`config.mk`:
```
export PLATFORM = sky130hd
export DESIGN_NAME = a429_sched_tx
export DESIGN_NICKNAME = d
export VERILOG_FILES = /design/src/rtl/a429_tx_pkg.sv /design/src/rtl/a429_tx_ctrl.sv /design/src/rtl/a429_tx_dp.sv /design/src/rtl/a429_sched_tx.sv
export SDC_FILE = /design/constraint.sdc
export NUM_CORES = 1
export LEC_CHECK = 0
export BUFFER_PORTS_ARGS = -buffer_cell sky130_fd_sc_hd__buf_2
export CORE_ASPECT_RATIO = 0.7
export CORE_UTILIZATION = 35
export DETAILED_ROUTE_END_ITERATION = 8
export HOLD_SLACK_MARGIN = 0.05
export PLACE_DENSITY = 0.52
export SKIP_CTS_REPAIR_TIMING = 1
export SLEW_MARGIN = 40
export SYNTH_ARGS = -nofsm -noshare
export SYNTH_HDL_FRONTEND = slang
export SYNTH_SLANG_ARGS = --single-unit
```
`constraint.sdc`:
```
create_clock -name clk -period 9.4 [get_ports clk]
set_input_delay 0 -clock clk [delete_from_list [all_inputs] [get_ports clk]]
set_output_delay 0 -clock clk [all_outputs]
set_load 0.1 [all_outputs]
```
`src/rtl/a429_tx_pkg.sv`:
```
package a429_tx_pkg;

  typedef enum logic [1:0] {
    ST_IDLE,
    ST_PRE_GAP,
    ST_SEND,
    ST_POST_GAP
  } txState_t;

  // strobes from control to datapath
  typedef struct packed {
    logic loadWord;
    logic shiftBit;
    logic drive;
  } dpStrobe_t;

  localparam logic [1:0] PAR_ODD  = 2'd0;
  localparam logic [1:0] PAR_EVEN = 2'd1;

  localparam logic [1:0] LEN_SHORT = 2'd1;
  localparam logic [1:0] LEN_LONG  = 2'd2;

endpackage

```
`src/rtl/a429_tx_ctrl.sv`:
```
module a429_tx_ctrl
  import a429_tx_pkg::*;
#(
  parameter int DIV_W   = 16,
  parameter int GAP_W   = 16,
  parameter int MIN_GAP = 4
) (
  input  logic             clk,
  input  logic             rstN,
  input  logic             txEnable,
  input  logic [DIV_W-1:0] halfDiv,
  input  logic             schedOn,
  input  logic             gapBefore,
  input  logic [1:0]       lenSel,
  input  logic             dataValid,
  output logic             dataRead,
  input  logic             gapValid,
  input  logic [GAP_W-1:0] gapIn,
  output logic             gapRead,
  output dpStrobe_t        strobe
);

  localparam int CNT_W = DIV_W + 1;
  localparam int IDX_W = 6;

  logic [DIV_W-1:0] effHalf;
  logic [CNT_W-1:0] cellLen;
  logic [CNT_W-1:0] cnt;
  logic             tick;
  logic             firstHalf;

  txState_t         state, nxtState;
  logic [GAP_W-1:0] gapCnt, nxtGap;
  logic [GAP_W-1:0] heldGap, nxtHeld;
  logic [GAP_W-1:0] postLen;
  logic [IDX_W-1:0] bitIdx;
  logic [IDX_W-1:0] wordLen;
  logic             canStart;
  logic             wantFetch;
  logic             doLoad;
  logic             popData;
  logic             popGap;

  // free-running cell timer, phase fixed by reset only
  assign effHalf   = (halfDiv == '0) ? DIV_W'(1) : halfDiv;
  assign cellLen   = {effHalf, 1'b0};
  assign tick      = (cnt >= cellLen - CNT_W'(1));
  assign firstHalf = (cnt < {1'b0, effHalf});

  always_ff @(posedge clk) begin
    if (!rstN)     cnt <= '0;
    else if (tick) cnt <= '0;
    else           cnt <= cnt + CNT_W'(1);
  end

  always_comb begin
    case (lenSel)
      LEN_SHORT: wordLen = IDX_W'(31);
      LEN_LONG:  wordLen = IDX_W'(33);
      default:   wordLen = IDX_W'(32);
    endcase
  end

  assign postLen  = schedOn ? (gapBefore ? '0 : heldGap) : GAP_W'(MIN_GAP);
  assign canStart = txEnable && dataValid && (!schedOn || gapValid);

  always_comb begin
    nxtState  = state;
    nxtGap    = gapCnt;
    nxtHeld   = heldGap;
    doLoad    = 1'b0;
    popData   = 1'b0;
    popGap    = 1'b0;
    wantFetch = 1'b0;
    if (tick) begin
      case (state)
        ST_IDLE: wantFetch = 1'b1;
        ST_PRE_GAP: begin
          if (gapCnt <= GAP_W'(1)) begin
            if (dataValid) begin
              nxtState = ST_SEND;
              doLoad   = 1'b1;
              popData  = 1'b1;
            end else begin
              nxtState = ST_IDLE;
            end
          end else begin
            nxtGap = gapCnt - GAP_W'(1);
          end
        end
        ST_SEND: begin
          if (bitIdx == wordLen - IDX_W'(1)) begin
            if (postLen != '0) begin
              nxtState = ST_POST_GAP;
              nxtGap   = postLen;
            end else begin
              wantFetch = 1'b1;
            end
          end
        end
        default: begin
          if (gapCnt <= GAP_W'(1)) wantFetch = 1'b1;
          else                     nxtGap = gapCnt - GAP_W'(1);
        end
      endcase
    end
    if (wantFetch) begin
      nxtState = ST_IDLE;
      if (canStart) begin
        if (schedOn && gapBefore && gapIn != '0) begin
          nxtState = ST_PRE_GAP;
          nxtGap   = gapIn;
          popGap   = 1'b1;
        end else begin
          nxtState = ST_SEND;
          doLoad   = 1'b1;
          popData  = 1'b1;
          popGap   = schedOn;
          nxtHeld  = gapIn;
        end
      end
    end
  end

  always_ff @(posedge clk) begin
    if (!rstN) begin
      state   <= ST_IDLE;
      gapCnt  <= '0;
      heldGap <= '0;
      bitIdx  <= '0;
    end else begin
      state   <= nxtState;
      gapCnt  <= nxtGap;
      heldGap <= nxtHeld;
      if (doLoad)                         bitIdx <= '0;
      else if (state == ST_SEND && tick)  bitIdx <= bitIdx + IDX_W'(1);
    end
  end

  assign dataRead        = popData;
  assign gapRead         = popGap;
  assign strobe.loadWord = doLoad;
  assign strobe.shiftBit = (state == ST_SEND) && tick;
  assign strobe.drive    = (state == ST_SEND) && firstHalf;

  AST_IDLE_HOLD: assert property (@(posedge clk) disable iff (!rstN)
    (state == ST_IDLE && !txEnable) |=> (state == ST_IDLE));
  AST_START_ON_BOUNDARY: assert property (@(posedge clk) disable iff (!rstN)
    $rose(state == ST_SEND) |-> (cnt == '0));
  AST_GAP_STEP: assert property (@(posedge clk) disable iff (!rstN)
    (state == ST_POST_GAP && tick && gapCnt > GAP_W'(1)) |=>
      (gapCnt == $past(gapCnt) - GAP_W'(1)));
  AST_DATA_POP_VALID: assert property (@(posedge clk) disable iff (!rstN)
    dataRead |-> dataValid);
  AST_GAP_POP_VALID: assert property (@(posedge clk) disable iff (!rstN)
    gapRead |-> gapValid);

endmodule

```
`src/rtl/a429_tx_dp.sv`:
```
module a429_tx_dp
  import a429_tx_pkg::*;
#(
  parameter int WORD_W = 32
) (
  input  logic              clk,
  input  logic              rstN,
  input  dpStrobe_t         strobe,
  input  logic [1:0]        parSel,
  input  logic [WORD_W-1:0] dataIn,
  output logic              lineHi,
  output logic              lineLo
);

  localparam int SH_W = WORD_W + 1;

  logic [SH_W-1:0] shiftReg;
  logic            lowOnes;
  logic            topBit;

  assign lowOnes = ^dataIn[WORD_W-2:0];

  always_comb begin
    case (parSel)
      PAR_ODD:  topBit = ~lowOnes;
      PAR_EVEN: topBit = lowOnes;
      default:  topBit = dataIn[WORD_W-1];
    endcase
  end

  always_ff @(posedge clk) begin
    if (!rstN)                shiftReg <= '0;
    else if (strobe.loadWord) shiftReg <= {1'b0, topBit, dataIn[WORD_W-2:0]};
    else if (strobe.shiftBit) shiftReg <= {1'b0, shiftReg[SH_W-1:1]};
  end

  assign lineHi = strobe.drive &  shiftReg[0];
  assign lineLo = strobe.drive & ~shiftReg[0];

  AST_SHIFT_HOLD: assert property (@(posedge clk) disable iff (!rstN)
    !(strobe.loadWord || strobe.shiftBit) |=> $stable(shiftReg));

endmodule

```
`src/rtl/a429_sched_tx.sv`:
```
module a429_sched_tx
  import a429_tx_pkg::*;
#(
  parameter int DIV_W   = 16,
  parameter int GAP_W   = 16,
  parameter int WORD_W  = 32,
  parameter int MIN_GAP = 4
) (
  input  logic              clk,
  input  logic              rstN,
  input  logic              txEnable,
  input  logic [DIV_W-1:0]  halfDiv,
  input  logic              schedOn,
  input  logic              gapBefore,
  input  logic [1:0]        lenSel,
  input  logic [1:0]        parSel,
  input  logic              dataValid,
  input  logic [WORD_W-1:0] dataIn,
  output logic              dataRead,
  input  logic              gapValid,
  input  logic [GAP_W-1:0]  gapIn,
  output logic              gapRead,
  output logic              lineHi,
  output logic              lineLo
);

  dpStrobe_t strobe;

  a429_tx_ctrl #(.DIV_W(DIV_W), .GAP_W(GAP_W), .MIN_GAP(MIN_GAP)) uCtrl (
    .clk(clk), .rstN(rstN), .txEnable(txEnable), .halfDiv(halfDiv),
    .schedOn(schedOn), .gapBefore(gapBefore), .lenSel(lenSel),
    .dataValid(dataValid), .dataRead(dataRead),
    .gapValid(gapValid), .gapIn(gapIn), .gapRead(gapRead),
    .strobe(strobe)
  );

  a429_tx_dp #(.WORD_W(WORD_W)) uDp (
    .clk(clk), .rstN(rstN), .strobe(strobe), .parSel(parSel),
    .dataIn(dataIn), .lineHi(lineHi), .lineLo(lineLo)
  );

endmodule

```
==> results.yml, run 1 <==
yosys:
  synth_flop_cell: "dfxtp_1"
  synth_adder_area_share_pct: 9.148
  synth_compound_area_share_pct: 22.22
  ys_ff_latch: 89
  synth-edff-count: 0
  synth_top_family_by_area: "compound AO/OA/AOI/OAI gates"
  synthSimpleGateAreaFrac_pct: 15.51
  ys_types: 57
  yosys-top-cells-area: "dfxtp_1 (31%), ha_1 (9.1%), mux2i_1 (8.2%)"
  postSynth.asyncResetShare_pct: 0
  syn-cell-area_mm2: 0.005744
  synth-seq-area-share_pct: 31.02
  yosysTopAreaCellShare_pct: 31.02
  muxShareOfSynthArea_pct: 8.190
  syn-num-nets: 811
  yosysTopAreaCell: "dfxtp_1"
  synth_area_per_cell_um2: 8.277
  yosys.area_share.xor_xnor_pct: 9.758
  syn_inst: 694
  ys_warn_count: 0
layout:
  seqCellArea_mm2: 0.001782
  antennaDiodeCount: 0
  fillers: 1587
  nets: 920
  syn2layout_area_growth_pct: 24.18
  multiInputGateArea_mm2: 0.003761
  drive_above_1_share_pct: 13.74
  fin_area_mm2: 0.007133
die:
  floorplan.initialDensity_pct: 36.39
  die_x_um: 155.1
  num_io_pins: 79
  coreArea_mm2: 0.01579
  dieArea_mm2: 0.01694
  die-height_um: 109.2
  rows: 38
worst_setup_path:
  startpoint_type: "primary input"
  cp.arrival_ns: 5.03
  cp.required_ns: 9.69
  path_max_fanout: 65
  crit_type: "in -> reg"
  end_kind: "register"
place:
  port_buffers: 78
  post_dp_cell_area_mm2: 0.006366
  gp_congestion: 0.8764
  hpwl_um: 11410
clocking:
  h-tree-depth: 3
  path_clk_slew_ns: 0.07
  cts_tree: "done"
  clockBufferDepth: 2
  cts_buffers: 9
  cts-root-buf: "clkbuf_16"
  clk-insertion-delay-late_ns: 0.35
  cts.sinks: 89
sta:
  final-setup-viol-count: 0
  tightestPinTransition_ns: 0.8433
  fmax_ghz: 0.2110
  post-route-period-util_pct: 50.43
  finalHoldViolCount: 0
  slew_headroom_pct: 43.56
  fin_tns_setup_ns: 0
  slew_viol_final: 0
  rsz0062_at_grt: "no"
  finClkSkew_ns: 0.01260
  finalCriticalPeriod_ns: 4.740
global_routing:
  grt_max_degree: 66
  antenna_found_initial: 0
  gr-total-overflow: 0
  grt_pass1_wl_um: 25380
  grt_usage_pct: 19.15
  grt_pass1_vias: 4896
power_and_ir_drop:
  power_density_mw_per_mm2: 122.4
  p_int_uw: 665.6
  leakage_nw: 3.144
  switching_share_pct: 23.77
  combPwrFrac_pct: 13.1
  peakVddDrop_mv: 0.07624
  p_seq_share_pct: 43.5
  p_sw_uw: 207.6
  pwr-share-clk_pct: 43.4
  p_total_uw: 873.3
detailed_routing:
  drt_iter0_drc: 302
  wl_per_cell_um: 15.26
  dr.pass1.iters: 5
  viasPerCell: 5.262
  drcViolationCount: 0
  vias: 5409
  routed_wl_um: 15690
  drtAntennaViolNets: 0
job:
  drv_cap: 0
hold_path:
  hold_path_class: "in -> reg"
status:
  status: "completed"
[sequential cells by signal, summed over array words and instances, names as in the netlist]
register       flops
uDp.shiftReg      32
uCtrl.cnt         17
uCtrl.gapCnt      16
uCtrl.state        2
uCtrl.heldGap     16
uCtrl.bitIdx       6
[metal layers]
layer / track usage (%) / share of wire, % / up-vias
met5: 0 / 0 / -
met4: 5.587 / 0.91 / 0
met3: 3.617 / 5.5 / 11
met2: 28.25 / 41 / 155
met1: 27.99 / 53 / 2507
li1: - / - / 2736
[worst max-delay path, cell delays in order]
cell and delay [ns]:
buf_2 0.12, or4_1 0.59, nor3_1 0.18, a41o_1 0.28
inv_1 0.08, ha_1 0.23, nand2_1 0.11, nor3_1 0.07
nand2_1 0.11, nor2_1 0.06, xnor2_1 0.12, ha_1 0.28
and3_1 0.14, o21ai_0 0.11, a311o_1 0.31, a21oi_2 0.60
o22ai_4 0.14, buf_4 0.32, or3_1 0.41, a31oi_1 0.17
dlygate4sd3_1 0.58
[final cells by class]
| class | count | area share, % |
|---|---|---|
| repair buffers | 129 | 12.42 |
| clock buffers | 13 | 3.789 |
| clock inverters | 3 | 0.6490 |
| multi-input cells | 544 | 52.73 |
| flip-flops and latches | 89 | 24.98 |
| inverters | 30 | 1.579 |
| well taps | 220 | 3.859 |
[Yosys cell counts (2+ instances only)]
cell type / instances
buf_2: 2
nand2_1: 37
o31ai_1: 3
a21oi_1: 58
o41ai_1: 2
and2_1: 3
nand4bb_1: 2
ha_1: 42
o2111ai_1: 3
nand3_1: 14
nor2b_1: 5
inv_1: 29
a2111oi_0: 2
or4_1: 4
a31oi_1: 18
a22o_1: 9
dfxtp_1: 89
a22oi_1: 2
a41oi_1: 2
nor4_1: 13
a21o_1: 9
nor2_1: 64
nor3_1: 16
o21a_1: 2
nand2b_1: 2
o211ai_1: 6
mux2i_1: 47
buf_1: 2
a32o_1: 2
or3_1: 4
or2_2: 2
clkbuf_1: 26
and3_1: 7
xor2_1: 15
o21ai_0: 76
a41o_1: 2
xnor2_1: 49
nand4_1: 5
[worst paths after layout]
check / start / endpoint / slack, ns / depth (start not counted)
worst max register to register: uCtrl.gapCnt[5] / uDp.shiftReg[31] / 5.64 / 9
worst min register to register: uCtrl.bitIdx[5] / uCtrl.bitIdx[5] / 0.50 / 2
worst min-delay path: dataIn[14] / uDp.shiftReg[14] / 0.003 / 3
worst max-delay path: halfDiv[9] / uDp.shiftReg[31] / 4.66 / 21
[through the flow]
step | setup WS (ns) | std cells | hold slack [ns] | util [%]
global placement | 4.608 | 967 | 0.2590 | 40.23
global route | 4.325 | 1028 | 0.05329 | 45.19
CTS | 4.867 | 983 | -0.09579 | 42.34
finish | 4.660 | 1028 | 0.003311 | 45.19
floorplan | 3.407 | 694 | 0.1439 | -
detailed placement | 4.734 | 967 | 0.2713 | 40.33
[kinds of logic after synthesis]
kind of cell | after synthesis
AND/OR/NAND/NOR | 184
adder cells (fa/ha/maj) | 42
XOR/XNOR | 64
buffers and inverters | 61
AO/OA/AOI/OAI | 207
flip-flops | 89
multiplexers | 47
[cell usage in the layout, fill, tap and decap left out, types with 4 or more instances in the layout]
| cell type | n |
|---|---|
| buf_4 | 6 |
| a22o_1 | 9 |
| xnor2_1 | 49 |
| nand4_1 | 5 |
| nor2_1 | 64 |
| dfxtp_1 | 89 |
| nand3_1 | 14 |
| o211ai_1 | 6 |
| clkbuf_16 | 9 |
| a21o_1 | 9 |
| and3_1 | 7 |
| buf_2 | 78 |
| ha_1 | 42 |
| nor2b_1 | 5 |
| mux2i_1 | 47 |
| dlygate4sd3_1 | 45 |
| nand2_1 | 37 |
| o21ai_0 | 74 |
| a31oi_1 | 18 |
| or3_1 | 4 |
| a21oi_1 | 57 |
| inv_1 | 29 |
| nor3_1 | 16 |
| or4_1 | 4 |
| xor2_1 | 15 |
| nor4_1 | 13 |
[power by group through the flow]
| stage | clock network [mW] | logic [mW] | registers (mW) |
|---|---|---|---|
| 2_1_floorplan | 0 | 0.0608 | 0.388 |
| 5_1_grt | 0.409 | 0.126 | 0.380 |
| 3_5_place_dp | 0 | 0.101 | 0.389 |
| 4_1_cts | 0.392 | 0.101 | 0.380 |
| 3_3_place_gp | 0 | 0.0993 | 0.389 |
| 6_report | 0.379 | 0.114 | 0.380 |
No activity file was read; power rests on OpenSTA's default activity.
==> run 2, diff against run 1 <==
--- a/config.mk
+++ b/config.mk
@@ -5,12 +5,13 @@
 export SDC_FILE = /design/constraint.sdc
 export NUM_CORES = 1
 export LEC_CHECK = 0
+export ABC_AREA = 1
 export BUFFER_PORTS_ARGS = -buffer_cell sky130_fd_sc_hd__buf_2
 export CORE_ASPECT_RATIO = 0.7
 export CORE_UTILIZATION = 35
 export DETAILED_ROUTE_END_ITERATION = 8
 export HOLD_SLACK_MARGIN = 0.05
-export PLACE_DENSITY = 0.52
+export PLACE_DENSITY = 0.53
 export SKIP_CTS_REPAIR_TIMING = 1
 export SLEW_MARGIN = 40
 export SYNTH_ARGS = -nofsm -noshare
==> constraint.sdc (replaced) <==
create_clock -name clk -period 4.3 [get_ports clk]
set_input_delay 0 -clock clk [delete_from_list [all_inputs] [get_ports clk]]
set_output_delay 0 -clock clk [all_outputs]
set_load 0.1 [all_outputs]
==> run 2 against run 1 <==
Effect of this change: the run now ends with negative hold slack left; worst hold slack got worse by 0.0059 ns; critical path depth increased by 4; flip-flop and latch count stayed put; via count grew 33%; combinational power grew 120%; clock skew is 0.0020 ns lower; sequential power increased by 120%; setup slack worse by 4.1 ns; cell count is 45% higher; core utilization fell by 3.0 points; critical path type is now in -> out; largest power group unchanged; highest routed layer unchanged.
==> results.yml, run 2 <==
status:
  status: "finished, violations left"
  violations: "negative hold slack"
yosys:
  yosys-top-cells-area: "dfxtp_1 (26%), nand2_1 (19%), ha_1 (7.6%)"
  syn-cell-area_mm2: 0.006923
  synthTopCellsByCount: "nand2_1 (353), inv_1 (140), nor2_1 (112)"
  yosysTopAreaCellShare_pct: 25.74
  synth_most_common_cell: "nand2_1"
  syn_inst: 1141
  syn-num-nets: 1258
  ys_warn_count: 0
  synth-edff-count: 0
  ys_types: 41
  yosysTopAreaCell: "dfxtp_1"
  synth_flop_cell: "dfxtp_1"
  ys_ff_latch: 89
  postSynth.asyncResetShare_pct: 0
  synth-seq-area-share_pct: 25.74
  synth_area_per_cell_um2: 6.067
die:
  num_io_pins: 79
  die_x_um: 170.1
  floorplan.initialDensity_pct: 36.19
  coreArea_mm2: 0.01913
  dieArea_mm2: 0.02036
  rows: 42
  die-height_um: 119.7
layout:
  final_common_cell: "nand2_1"
  mostFrequentLayoutCells: "nand2_1 (353), inv_1 (140), nor2_1 (112)"
  drive_above_1_share_pct: 10.26
  top_register: "uDp.shiftReg"
  syn2layout_area_growth_pct: 16.65
  largest_registers: "uDp.shiftReg: 32 flops, uCtrl.cnt: 17 flops"
  antennaDiodeCount: 0
  largest_reg_flops: 32
  nets: 1341
sta:
  post-route-period-util_pct: 87.93
  fmax_ghz: 0.2645
  rsz0062_at_grt: "no"
  hold-worst-slack_ns: -0.002553
  finClkSkew_ns: 0.01060
  finalHoldViolCount: 1
  slew_headroom_pct: 42.00
  finalCriticalPeriod_ns: 3.781
  slew_viol_final: 0
  fin_tns_setup_ns: 0
  final-setup-viol-count: 0
  tightestPinTransition_ns: 0.8667
clocking:
  cts_tree: "done"
  cts.sinks: 89
  clk-insertion-delay-late_ns: 0.36
  cts_buffers: 9
  clockBufferDepth: 2
  cts-root-buf: "clkbuf_16"
  path_clk_slew_ns: 0.06
  h-tree-depth: 3
global_routing:
  grt_usage_pct: 19.88
  grt_pass1_vias: 6434
  grt_pass1_wl_um: 32110
  grt_max_degree: 68
  antenna_found_initial: 0
  gr-total-overflow: 0
worst_setup_path:
  path_max_fanout: 24
  critPathLaunch: "halfDiv[8]"
  r2r_cells: 12
  r2r-start: "uCtrl.gapCnt[0]"
  r2r_end: "uDp.shiftReg[22]"
  crit_type: "in -> out"
  cp.required_ns: 4.30
  end_kind: "output pin"
  cp.arrival_ns: 3.78
  crit_path_end: "gapRead"
  r2r_slack_ns: 1.57
  startpoint_type: "primary input"
power_and_ir_drop:
  leakage_nw: 3.969
  power_density_mw_per_mm2: 225.8
  p_total_mw: 1.823
  peakVddDrop_mv: 0.1802
detailed_routing:
  drt_iter0_drc: 682
  drcViolationCount: 0
  vias: 7198
  wl_per_cell_um: 13.17
  dr.pass1.iters: 5
  drtAntennaViolNets: 0
  routed_wl_um: 19650
  viasPerCell: 4.824
place:
  gp_congestion: 0.8707
  hpwl_um: 14860
  port_buffers: 78
hold_path:
  hold_path_class: "in -> reg"
job:
  drv_cap: 0
==> run 2: cell types whose count changed after synthesis, moves of 43 or more <==
cell     before  now
inv_1        29  140
mux2i_1      47    0
nand2_1      37  353
nand3_1      14  102
nor2_1       64  112
o21ai_0      76   33
==> run 2: power by group <==
| part | total [mW] | switching [mW] | internal (mW) | leakage [nW] |
|---|---|---|---|---|
| combinational | 0.247 | 0.148 | 0.0990 | 3.13 |
| clock | 0.746 | 0.355 | 0.391 | 0.124 |
| sequential | 0.830 | 0.00408 | 0.826 | 0.717 |
| total | 1.82 | 0.507 | 1.32 | 3.97 |
==> run 2: worst max-delay path, cell delays in order <==
cell and delay, ns:
buf_2 0.13, inv_1 0.07, nand3_1 0.08, nor3_1 0.05, nand4_1 0.06, nand2_1 0.10
inv_1 0.09, ha_1 0.19, nand2_1 0.09, nor3_1 0.30, nand2_1 0.16, nor3_2 0.21
nand3_1 0.12, xor2_1 0.16, inv_1 0.06, ha_1 0.27, nand2_1 0.05, nor2_1 0.13
and2_1 0.16, nand4_1 0.10, nand3_2 0.20, buf_4 0.30, nand3_1 0.19, nor3_2 0.29
buf_12 0.22
==> run 2: how the worst min path moves through the flow <==
stage                           from               end  slack (ns)  cells after the start
final                     dataIn[17]  uDp.shiftReg[17]      -0.003                      5
after global routing       dataIn[2]   uDp.shiftReg[2]        0.05                      5
after CTS                  dataIn[0]   uDp.shiftReg[0]       -0.08                      3
after detailed placement   dataIn[0]   uDp.shiftReg[0]        0.31                      3
after global placement     dataIn[0]   uDp.shiftReg[0]        0.31                      3
after floorplan             gapIn[6]   uCtrl.gapCnt[6]        0.13                      2
==> run 2: area by class of cell <==
cell class / instances / area [um^2]
Clock buffer: 9 / 225.2
Clock inverter: 6 / 45.04
Fill cell: 2111 / 11050
Inverter: 144 / 540.5
Multi-Input combinational cell: 867 / 4384
Sequential cell: 89 / 1782
Tap cell: 264 / 330.3
Timing Repair Buffer: 113 / 768.2
==> run 2: layer usage <==
layer  routed length, um  up-vias  track usage (%)  part of all wire, %
li1                    -     3826                -                    -
met1               10580     3207            30.37                   54
met2                7880      155            27.92                   40
met3                 984       10            3.727                  5.0
met4                 204        0            5.180                  1.0
met5                   0        -                0                    0
==> run 2: through the flow <==
step	util (%)	cell area (um^2)	worst slack, ns	instances
CTS	40.93	7830	0.3814	1468
detailed placement	39.52	7560	0.3053	1453
global placement	39.52	7560	0.4516	1453
global route	42.22	8075	0.03508	1492
finish	42.22	8075	0.5191	1492
floorplan	-	6928	0.5510	1141
==> run 2: logic make-up after synthesis <==
family	count (synthesis)	share of synthesized area, %
AND/OR/NAND/NOR	633	38.86
buffers and inverters	185	11.08
AO/OA/AOI/OAI	152	11.68
flip-flops	89	25.74
adder cells (fa/ha/maj)	42	7.591
XOR/XNOR	40	5.060
